<file path="src/rtl/memPerfPkg.sv">
package memPerfPkg;
  localparam int NUM_PAGES = 8;
  localparam int CPU_SLOTS = 8;
  localparam int NUM_SLOTS = CPU_SLOTS + 2;
  localparam int ADDR_W    = 6;

  typedef struct packed {
    logic                 clr;
    logic [NUM_PAGES-1:0] hitInc;
    logic [NUM_PAGES-1:0] missInc;
    logic [NUM_SLOTS-1:0] actInc;
    logic [NUM_SLOTS-1:0] doneInc;
  } perfStrobes_t;
endpackage

</file>
<file path="src/rtl/perfSatCnt.sv">
module perfSatCnt #(
  parameter int W = 16
) (
  input  logic         clk,
  input  logic         rstN,
  input  logic         clr,
  input  logic         inc,
  output logic [W-1:0] count
);
  always_ff @(posedge clk or negedge rstN) begin
    if (!rstN)                      count <= '0;
    else if (clr)                   count <= '0;
    else if (inc && (count != '1))  count <= count + 1'b1;
  end
endmodule

</file>
<file path="src/rtl/perfCtrl.sv">
module perfCtrl
  import memPerfPkg::*;
(
  input  logic                 clk,
  input  logic                 rstN,
  input  logic                 enable,
  input  logic                 clear,
  input  logic [4:0]           pageEvent,
  input  logic [CPU_SLOTS-1:0] cpuRdActive,
  input  logic [1:0]           busRdActive,
  output perfStrobes_t         strb
);
  logic [NUM_SLOTS-1:0] actNow, actPrev;
  logic                 evValid, evHit;
  logic [2:0]           evPage;

  assign actNow  = {busRdActive[1], busRdActive[0], cpuRdActive};
  assign evValid = pageEvent[4];
  assign evHit   = pageEvent[3];
  assign evPage  = pageEvent[2:0];

  // previous level is tracked even while disabled so paused edges never count later
  always_ff @(posedge clk or negedge rstN) begin
    if (!rstN) actPrev <= '0;
    else       actPrev <= actNow;
  end

  always_comb begin
    strb.clr = clear;
    for (int p = 0; p < NUM_PAGES; p++) begin
      strb.hitInc[p]  = enable && evValid &&  evHit && (evPage == 3'(p));
      strb.missInc[p] = enable && evValid && !evHit && (evPage == 3'(p));
    end
    strb.actInc  = enable ? actNow : '0;
    strb.doneInc = enable ? (actPrev & ~actNow) : '0;
  end
endmodule

</file>
<file path="src/rtl/perfDatapath.sv">
module perfDatapath
  import memPerfPkg::*;
#(
  parameter int PAGE_W = 32,
  parameter int ACC_W  = 32,
  parameter int DONE_W = 16,
  parameter int DATA_W = 32
) (
  input  logic              clk,
  input  logic              rstN,
  input  perfStrobes_t      strb,
  input  logic              rdEn,
  input  logic [ADDR_W-1:0] rdAddr,
  output logic [DATA_W-1:0] rdData
);
  logic [PAGE_W-1:0] hitCnt  [NUM_PAGES];
  logic [PAGE_W-1:0] missCnt [NUM_PAGES];
  logic [ACC_W-1:0]  accCnt  [NUM_SLOTS];
  logic [DONE_W-1:0] doneCnt [NUM_SLOTS];

  for (genvar p = 0; p < NUM_PAGES; p++) begin : gPage
    perfSatCnt #(.W(PAGE_W)) uHit  (.clk(clk), .rstN(rstN), .clr(strb.clr),
                                    .inc(strb.hitInc[p]),  .count(hitCnt[p]));
    perfSatCnt #(.W(PAGE_W)) uMiss (.clk(clk), .rstN(rstN), .clr(strb.clr),
                                    .inc(strb.missInc[p]), .count(missCnt[p]));
  end

  for (genvar s = 0; s < NUM_SLOTS; s++) begin : gSlot
    perfSatCnt #(.W(ACC_W))  uAcc  (.clk(clk), .rstN(rstN), .clr(strb.clr),
                                    .inc(strb.actInc[s]),  .count(accCnt[s]));
    perfSatCnt #(.W(DONE_W)) uDone (.clk(clk), .rstN(rstN), .clr(strb.clr),
                                    .inc(strb.doneInc[s]), .count(doneCnt[s]));
  end

  logic [1:0]        region;
  logic [3:0]        slot;
  logic [DATA_W-1:0] selVal;

  assign region = rdAddr[5:4];
  assign slot   = rdAddr[3:0];

  always_comb begin
    selVal = '0;
    case (region)
      2'd0: selVal = slot[3] ? DATA_W'(missCnt[slot[2:0]]) : DATA_W'(hitCnt[slot[2:0]]);
      2'd1: if (slot < 4'(NUM_SLOTS)) selVal = DATA_W'(accCnt[slot]);
      2'd2: if (slot < 4'(NUM_SLOTS)) selVal = DATA_W'(doneCnt[slot]);
      default: selVal = '0;
    endcase
  end

  // registered read captures pre-update counter values
  always_ff @(posedge clk or negedge rstN) begin
    if (!rstN)     rdData <= '0;
    else if (rdEn) rdData <= selVal;
  end
endmodule

</file>
<file path="src/rtl/memPerfMon.sv">
module memPerfMon
  import memPerfPkg::*;
#(
  parameter int PAGE_W = 32,
  parameter int ACC_W  = 32,
  parameter int DONE_W = 16,
  parameter int DATA_W = 32
) (
  input  logic              clk,
  input  logic              rstN,
  input  logic              enable,
  input  logic              clear,
  input  logic [4:0]        pageEvent,
  input  logic [7:0]        cpuRdActive,
  input  logic [1:0]        busRdActive,
  input  logic              rdEn,
  input  logic [5:0]        rdAddr,
  output logic [DATA_W-1:0] rdData
);
  perfStrobes_t strb;

  perfCtrl uCtrl (
    .clk(clk), .rstN(rstN), .enable(enable), .clear(clear),
    .pageEvent(pageEvent), .cpuRdActive(cpuRdActive),
    .busRdActive(busRdActive), .strb(strb)
  );

  perfDatapath #(.PAGE_W(PAGE_W), .ACC_W(ACC_W), .DONE_W(DONE_W), .DATA_W(DATA_W)) uDp (
    .clk(clk), .rstN(rstN), .strb(strb), .rdEn(rdEn), .rdAddr(rdAddr), .rdData(rdData)
  );
endmodule

</file>
<file path="config.mk">
export PLATFORM = sky130hd
export DESIGN_NAME = memPerfMon
export DESIGN_NICKNAME = d
export VERILOG_FILES = /design/src/rtl/memPerfPkg.sv /design/src/rtl/perfSatCnt.sv /design/src/rtl/perfCtrl.sv /design/src/rtl/perfDatapath.sv /design/src/rtl/memPerfMon.sv
export SDC_FILE = /design/constraint.sdc
export NUM_CORES = 2
export LEC_CHECK = 0
export BUFFER_PORTS_ARGS = -buffer_cell sky130_fd_sc_hd__buf_2
export CAP_MARGIN = 20
export CORE_ASPECT_RATIO = 0.6
export CORE_UTILIZATION = 45
export CTS_CLUSTER_SIZE = 28
export DETAILED_ROUTE_END_ITERATION = 10
export HOLD_SLACK_MARGIN = 0.02
export SLEW_MARGIN = 20
export SYNTH_ARGS = -nofsm -noshare
export SYNTH_HDL_FRONTEND = slang
export SYNTH_SLANG_ARGS = --single-unit
</file>
<file path="constraint.sdc">
create_clock -name clk -period 5.3 [get_ports clk]
set_input_delay 1.06 -clock clk [delete_from_list [all_inputs] [get_ports clk]]
set_output_delay 1.06 -clock clk [all_outputs]
set_load 0.02 [all_outputs]
</file>
# After elaboration in Yosys (flattened, before gate mapping)
# Index checks and enable logic that the tools add are counted.
# word_totals
in_bits	26
out_inout_bits	32
ff_bits	1034
# op_classes
n_eq_ne	45
order_cmp	3
n_bitwise	4
n_addsub	36
mux	90
reduce_logical	94
# ops
cell	n
32-bit two-way mux	60
32-bit by 1-bit adder with 32-bit output (second input constant)	26
32-bit != test (second input constant)	26
16-bit two-way mux	23
32-bit binary-select mux with 3-bit select	2
16-bit by 1-bit adder with 16-bit output (second input constant)	10
16-bit != test (second input constant)	10
32-bit binary-select mux with 4-bit select	1
32-bit case mux with 3 select lines	1
2-bit nonzero test	36
16-bit binary-select mux with 4-bit select	1
1-bit logical AND	55
10-bit two-way mux	2
3-bit == test (second input constant)	4
10-bit bitwise AND	1
10-bit inverter	1
3-bit by 2-bit == test with 1-bit output (second input constant)	2
5-bit >= comparator (second input constant)	1
4-bit inverter with 5-bit output	1
4-bit >= comparator (second input constant)	1
4-bit less-than comparator (second input constant)	1
3-bit inverter with 4-bit output	1
3-bit by 1-bit == test with 1-bit output (second input constant)	1
3-bit zero test	1
other kinds (4)	4

# Logic depth before layout (Yosys ltp)
# depth
depth_word	6
depth_mapped	10
ltp_nobuf	6

# By module
# From an unflattened synthesis, not the netlist that was laid out.
# unflattened
cells_unflattened	6978
area_unflattened_um2	67458.4
# by_module_without_submodules
module	n_inst	area_per_inst_um2	seq_area_each_um2	cells_per_inst
perfSatCnt (uDp.gPage[0].uHit ...)	26	1854.3	800.8	198
perfSatCnt (uDp.gSlot[0].uDone ...)	10	942.2	400.4	98
perfDatapath	1	9292.7	800.8	793
perfCtrl	1	533.0	250.2	57

# Least setup slack after synthesis
# Ideal clock, no wire load.
# synth_timing
path_type	input to register
start	in rdAddr[1]
end	reg uDp.rdData[6]
setup_ps	144
path_stages	9
path_buffers	4
slack_ps	2212
arrival_time_ps	2943
cell_sequence	buf_2 buf_2 buf_1 clkbuf_1 mux4_2 nand2_1 nand2_1 a221oi_1 o221ai_1
# synth_between
elab_chain_cells	6
elab_cells_between_ends	19
classes_between	order compare: 1; mux: 16; bitwise: 2
# synth_rtl
item	line_no	text
start: declaration	memPerfMon.sv:17	input logic [5:0] rdAddr,
4-bit inverter with 5-bit output (implied by the code) or 3-bit inverter with 4-bit output (tied branches)	perfDatapath.sv:46, perfDatapath.sv:47, perfDatapath.sv:45	
16-bit binary-select mux with 4-bit select, or another cell as far along	perfDatapath.sv:47	2'd2: if (slot < 4'(NUM_SLOTS)) selVal = DATA_W'(doneCnt[slot]);
16-bit two-way mux (implied by the code), or another cell as far along (2 in series)	perfDatapath.sv:47	
16-bit two-way mux, or another cell as far along	perfDatapath.sv:47	
32-bit case mux with 3 select lines *	perfDatapath.sv:44	case (region)
end signal: assignment	perfDatapath.sv:55	else if (rdEn) rdData <= selVal;
end: declaration	perfDatapath.sv:14	output logic [DATA_W-1:0] rdData
# Mark *: on every way between the ends. The rest lies on a longest branch, timed or not. The select of a mux whose other input is x is not followed.
# A chain may end at the register's enable or synchronous reset.

# Final worst setup path
# layout_timing
start	in enable
end	reg uDp.gPage[6].uHit.count[25]
# layout_between
elab_chain_cells	5
# layout_rtl
item	line_no	text
start: declaration	memPerfMon.sv:11	input logic enable,
1-bit logical AND (3 in series)	perfCtrl.sv:31	strb.hitInc[p] = enable && evValid && evHit && (evPage == 3'(p));
1-bit logical AND	perfSatCnt.sv:13	else if (inc && (count != '1)) count <= count + 1'b1;
2-bit nonzero test (no line)	n/a	
end signal: assignment	perfSatCnt.sv:13	
end: declaration	perfSatCnt.sv:8	output logic [W-1:0] count
# Every way passes these cells.

==> summary.md <==
| Metric | Value |
|---|---|
| Run status | `completed` |
| Placeable core region | `approximately 140000 um^2` |
| Initial detailed-routing violation count | `8711` |
| Via count | `60.3k` |
| HPWL Detailed | `177000 um` |
| Final Net Count | `6853` |
| Post-synth cell types | `92` |
| Commonest cells after routing, fill and taps aside | `1034 x sky130_fd_sc_hd__dfrtp_1, 645 x sky130_fd_sc_hd__a21oi_1, 517 x sky130_fd_sc_hd__nand2_1` |
| Critical path capture point type | `flop` |
| Fraction of the mapped netlist area in simple logic gates | `0.261` |
| Number of levels the H-tree was split into | `3` |
| Post-Route WL | `241000 um` |
| Total clock buffers created by CTS | `between 100 and 150` |
| Critical Path, Cell by Cell | `buf_2 -> nand4_1 -> nor4_1 -> nand4_1 -> or4_1 -> a21oi_1` |
| Total of endpoints with negative setup slack in the final report | `0` |
| Worst reg2reg setup slack | `between 1500 and 2000 ps` |
| Fraction of the mapped netlist area in compound gates | `0.162` |
| Async set-reset flop share out of synthesis | `1.00` |
| Crit-path max FO | `27` |
| Post-CTS setup buffer count | `0` |
| Skew final | `25.6 ps` |
| Area of the die | `between 100000 and 150000 um^2` |
| Routed len/inst | `~27 um` |
| Global-route wire length before repair | `356000 um` |
| Placer's final routability congestion estimate | `0.967` |
| FP Rows | `107` |
| Maximum number of pins on one net before global-route repair | `190` |
| Gate Count Post-Synth | `about 7k` |
| Multiplexer share of the synthesized area | `0.111` |
| Maximum ir drop on the vdd rail | `0.258 mV` |
| Combinational family with the most area after synthesis | `simple AND/OR/NAND/NOR gates` |
| Number of max-slew violations in the final report | `0` |
| Via count of the first global-routing pass | `between 50k and 60k` |
| First-pass detailed-route iteration total | `7` |
| Largest buffer count on any clock path | `3` |
| Path type of the worst setup path | `in -> reg` |
| Residual DRC | `0` |
| Clock input transition at the sequential cells of the worst setup and hold paths | `70 ps` |
| Sequential-to-total area share from yosys stat | `0.401` |
| Power density over cell area | `244 nW/um^2` |
| Setup repair after global routing missed its margin | `false` |
| Average vias per placed instance | `6.86` |
| Syn_nets | `7036` |
| Number of antenna violations at the first check in global routing | `21` |
| Arrival time reported for the critical path endpoint | `approximately 4800 ps` |
| Synth Area in XOR/XNOR | `0.0239` |
| Total global routing track utilization | `0.327` |
| Synth warn | `0` |
| Placed cells | `8585` |
| Relative slew slack | `0.193` |
| Count of maximum capacitance violations | `0` |
| Actual slew at the worst max-slew pin | `1210 ps` |
| Number of antenna-violating nets in the routed design | `0` |
| Average instance area after synthesis | `9.25 um^2` |
| Count of flip-flops with a built-in enable after synthesis | `0` |
| Final worst path period need | `4100 ps` |
| Worst Setup Start Kind | `input pin` |
| Starting density of the core | `0.454` |
| Port Buffer Count | `57` |
| Total power draw | `17.1 mW` |
| Critical-path cell with the highest stage delay | `sky130_fd_sc_hd__nand4_1` |
| Final hold vios | `0` |
| Root Buffer Master | `sky130_fd_sc_hd__clkbuf_16` |
| Hold buffers post-CTS | `0` |
| Most common cell after layout, fill and taps aside | `sky130_fd_sc_hd__dfrtp_1` |
| Area grow syn2layout | `8.89%` |
| Tightest Hold Check Type | `in -> async` |
| Total negative slack | `0 ps` |
| Area of the multi-input gates | `36600 um^2` |
| Die Width | `approximately 490 um` |
| Share of post-route cells with drive strength above 1 | `0.111` |
| Crit-path most repeated cell | `sky130_fd_sc_hd__nand4_1` |
| Die Span Y | `295 um` |
| Area used by sequential logic in the layout | `25900 um^2` |
| Crit-path max cell delay | `between 900 and 1000 ps` |
| Primary flip-flop cell chosen by synthesis mapping | `sky130_fd_sc_hd__dfrtp_1` |
| F_max | `0.244 GHz` |
| Count of pins on the block boundary | `58` |
| Leakage Power | `25.6 nW` |
| FF+latch count, synth | `1034` |
| Later-pin clock latency in the skew report | `770 ps` |
| Clk sink count | `around 1.0k` |
| Syn Std Cell Area | `64500 um^2` |
| Worst Path Required | `5970 ps` |
| Ratio of final minimum period to clock period | `0.774` |
| Clock tree from TritonCTS | `yes` |
| Non-filler instance count after layout | `between 8k and 9k` |
| Share of synthesized cell area in full adder, half adder and majority cells | `0.00698` |
| Fill cells | `13.2k` |
| Overflow after GRT | `0` |
| Resized cells post-CTS | `0` |
[worst paths after layout]
kind / cells after the start / start / endpoint
setup reg to reg: 6 / uDp.gPage[6].uMiss.count[0] / uDp.gPage[6].uMiss.count[11]
min in group clk: 1 / busRdActive[1] / uCtrl.actPrev[9]
setup / recovery: 6 / enable / uDp.gPage[6].uHit.count[25]
hold reg to reg: 1 / uDp.rdData[29] / uDp.rdData[29]
max in group asynchronous: 2 / rstN / uDp.gSlot[1].uAcc.count[23]
hold / removal: 1 / rstN / uDp.gPage[0].uHit.count[23]
[worst max-delay path, delay by kind of cell]
kind                   cells  cell delay (ps)
AO/OA/AOI/OAI              1              160
buffers and inverters      1              650
AND/OR/NAND/NOR            4             2880
[synthesized netlist by cell type (25+ instances only)]
library cell,number,area [um^2]
sky130_fd_sc_hd__inv_1,119,447
sky130_fd_sc_hd__o22ai_1,25,156
sky130_fd_sc_hd__and2_1,46,288
sky130_fd_sc_hd__mux4_2,192,4320
sky130_fd_sc_hd__nand4_1,254,1590
sky130_fd_sc_hd__buf_2,62,310
sky130_fd_sc_hd__mux2i_1,148,1480
sky130_fd_sc_hd__o311ai_0,34,298
sky130_fd_sc_hd__o21a_1,32,240
sky130_fd_sc_hd__o31ai_1,266,2000
sky130_fd_sc_hd__and3_1,106,663
sky130_fd_sc_hd__xnor2_1,105,920
sky130_fd_sc_hd__o41ai_1,39,342
sky130_fd_sc_hd__clkbuf_1,337,1260
sky130_fd_sc_hd__or3_1,338,2110
sky130_fd_sc_hd__and4_1,97,850
sky130_fd_sc_hd__a31oi_1,26,163
sky130_fd_sc_hd__o211ai_1,36,270
sky130_fd_sc_hd__o2111ai_1,36,315
sky130_fd_sc_hd__xor2_1,71,622
sky130_fd_sc_hd__dfrtp_1,1034,25900
sky130_fd_sc_hd__nand2_1,517,1940
sky130_fd_sc_hd__ha_1,36,450
sky130_fd_sc_hd__a21oi_1,645,3230
sky130_fd_sc_hd__mux2_2,121,1360
sky130_fd_sc_hd__o21ai_0,351,1760
sky130_fd_sc_hd__nand3_1,398,1990
sky130_fd_sc_hd__nor2b_1,107,669
sky130_fd_sc_hd__nor3_1,113,566
sky130_fd_sc_hd__or2_2,59,369
sky130_fd_sc_hd__nor4_1,126,788
sky130_fd_sc_hd__nor2_1,468,1760
sky130_fd_sc_hd__or4_1,285,2140
[flip-flops by register name, summed over array words and instances, names as in the netlist]
name and cells:
uDp.gSlot.uAcc.count 320, uDp.gPage.uHit.count 256, uDp.gPage.uMiss.count 256, uDp.gSlot.uDone.count 160
uDp.rdData 32, uCtrl.actPrev 10
[metal layers]
metal	GRT usage	up-vias	part of all wire
met5	0	-	0.00019
met4	0.0693	6	0.022
met3	0.135	293	0.16
met2	0.378	3219	0.35
met1	0.533	30200	0.47
li1	-	26557	-
[where the power goes]
group	switching (mW)	total (mW)	internal, mW
logic	0.712	0.937	0.225
clock network	3.55	8.24	4.70
registers	0.0422	7.96	7.92
[cell families after synthesis]
logic type | Yosys count
AO/OA/AOI/OAI | 1676
XOR/XNOR | 176
adder cells (fa/ha/maj) | 36
buffers and inverters | 557
flip-flops | 1034
multiplexers | 461
AND/OR/NAND/NOR | 3034
[metrics by stage]
step                cell area, um^2   util  worst slack, ps  hold WS (ps)
floorplan                     64500      -             2210           466
global placement              66500  0.468              700           481
detailed placement            66500  0.468              607           495
CTS                           70200  0.494             1420           272
global route                  70300  0.495             1120           272
finish                        70300  0.495             1200           270
[final cells by class]
cell class                 count  area share
sequential                  1034       0.368
inverter                     122     0.00655
clock inverter                35     0.00564
multi-input combinational   5383       0.520
antenna                        3    0.000107
tap                         1907      0.0340
clock buffer                 165      0.0473
timing repair buffer         140      0.0177
No activity file was read; power rests on OpenSTA's default activity.
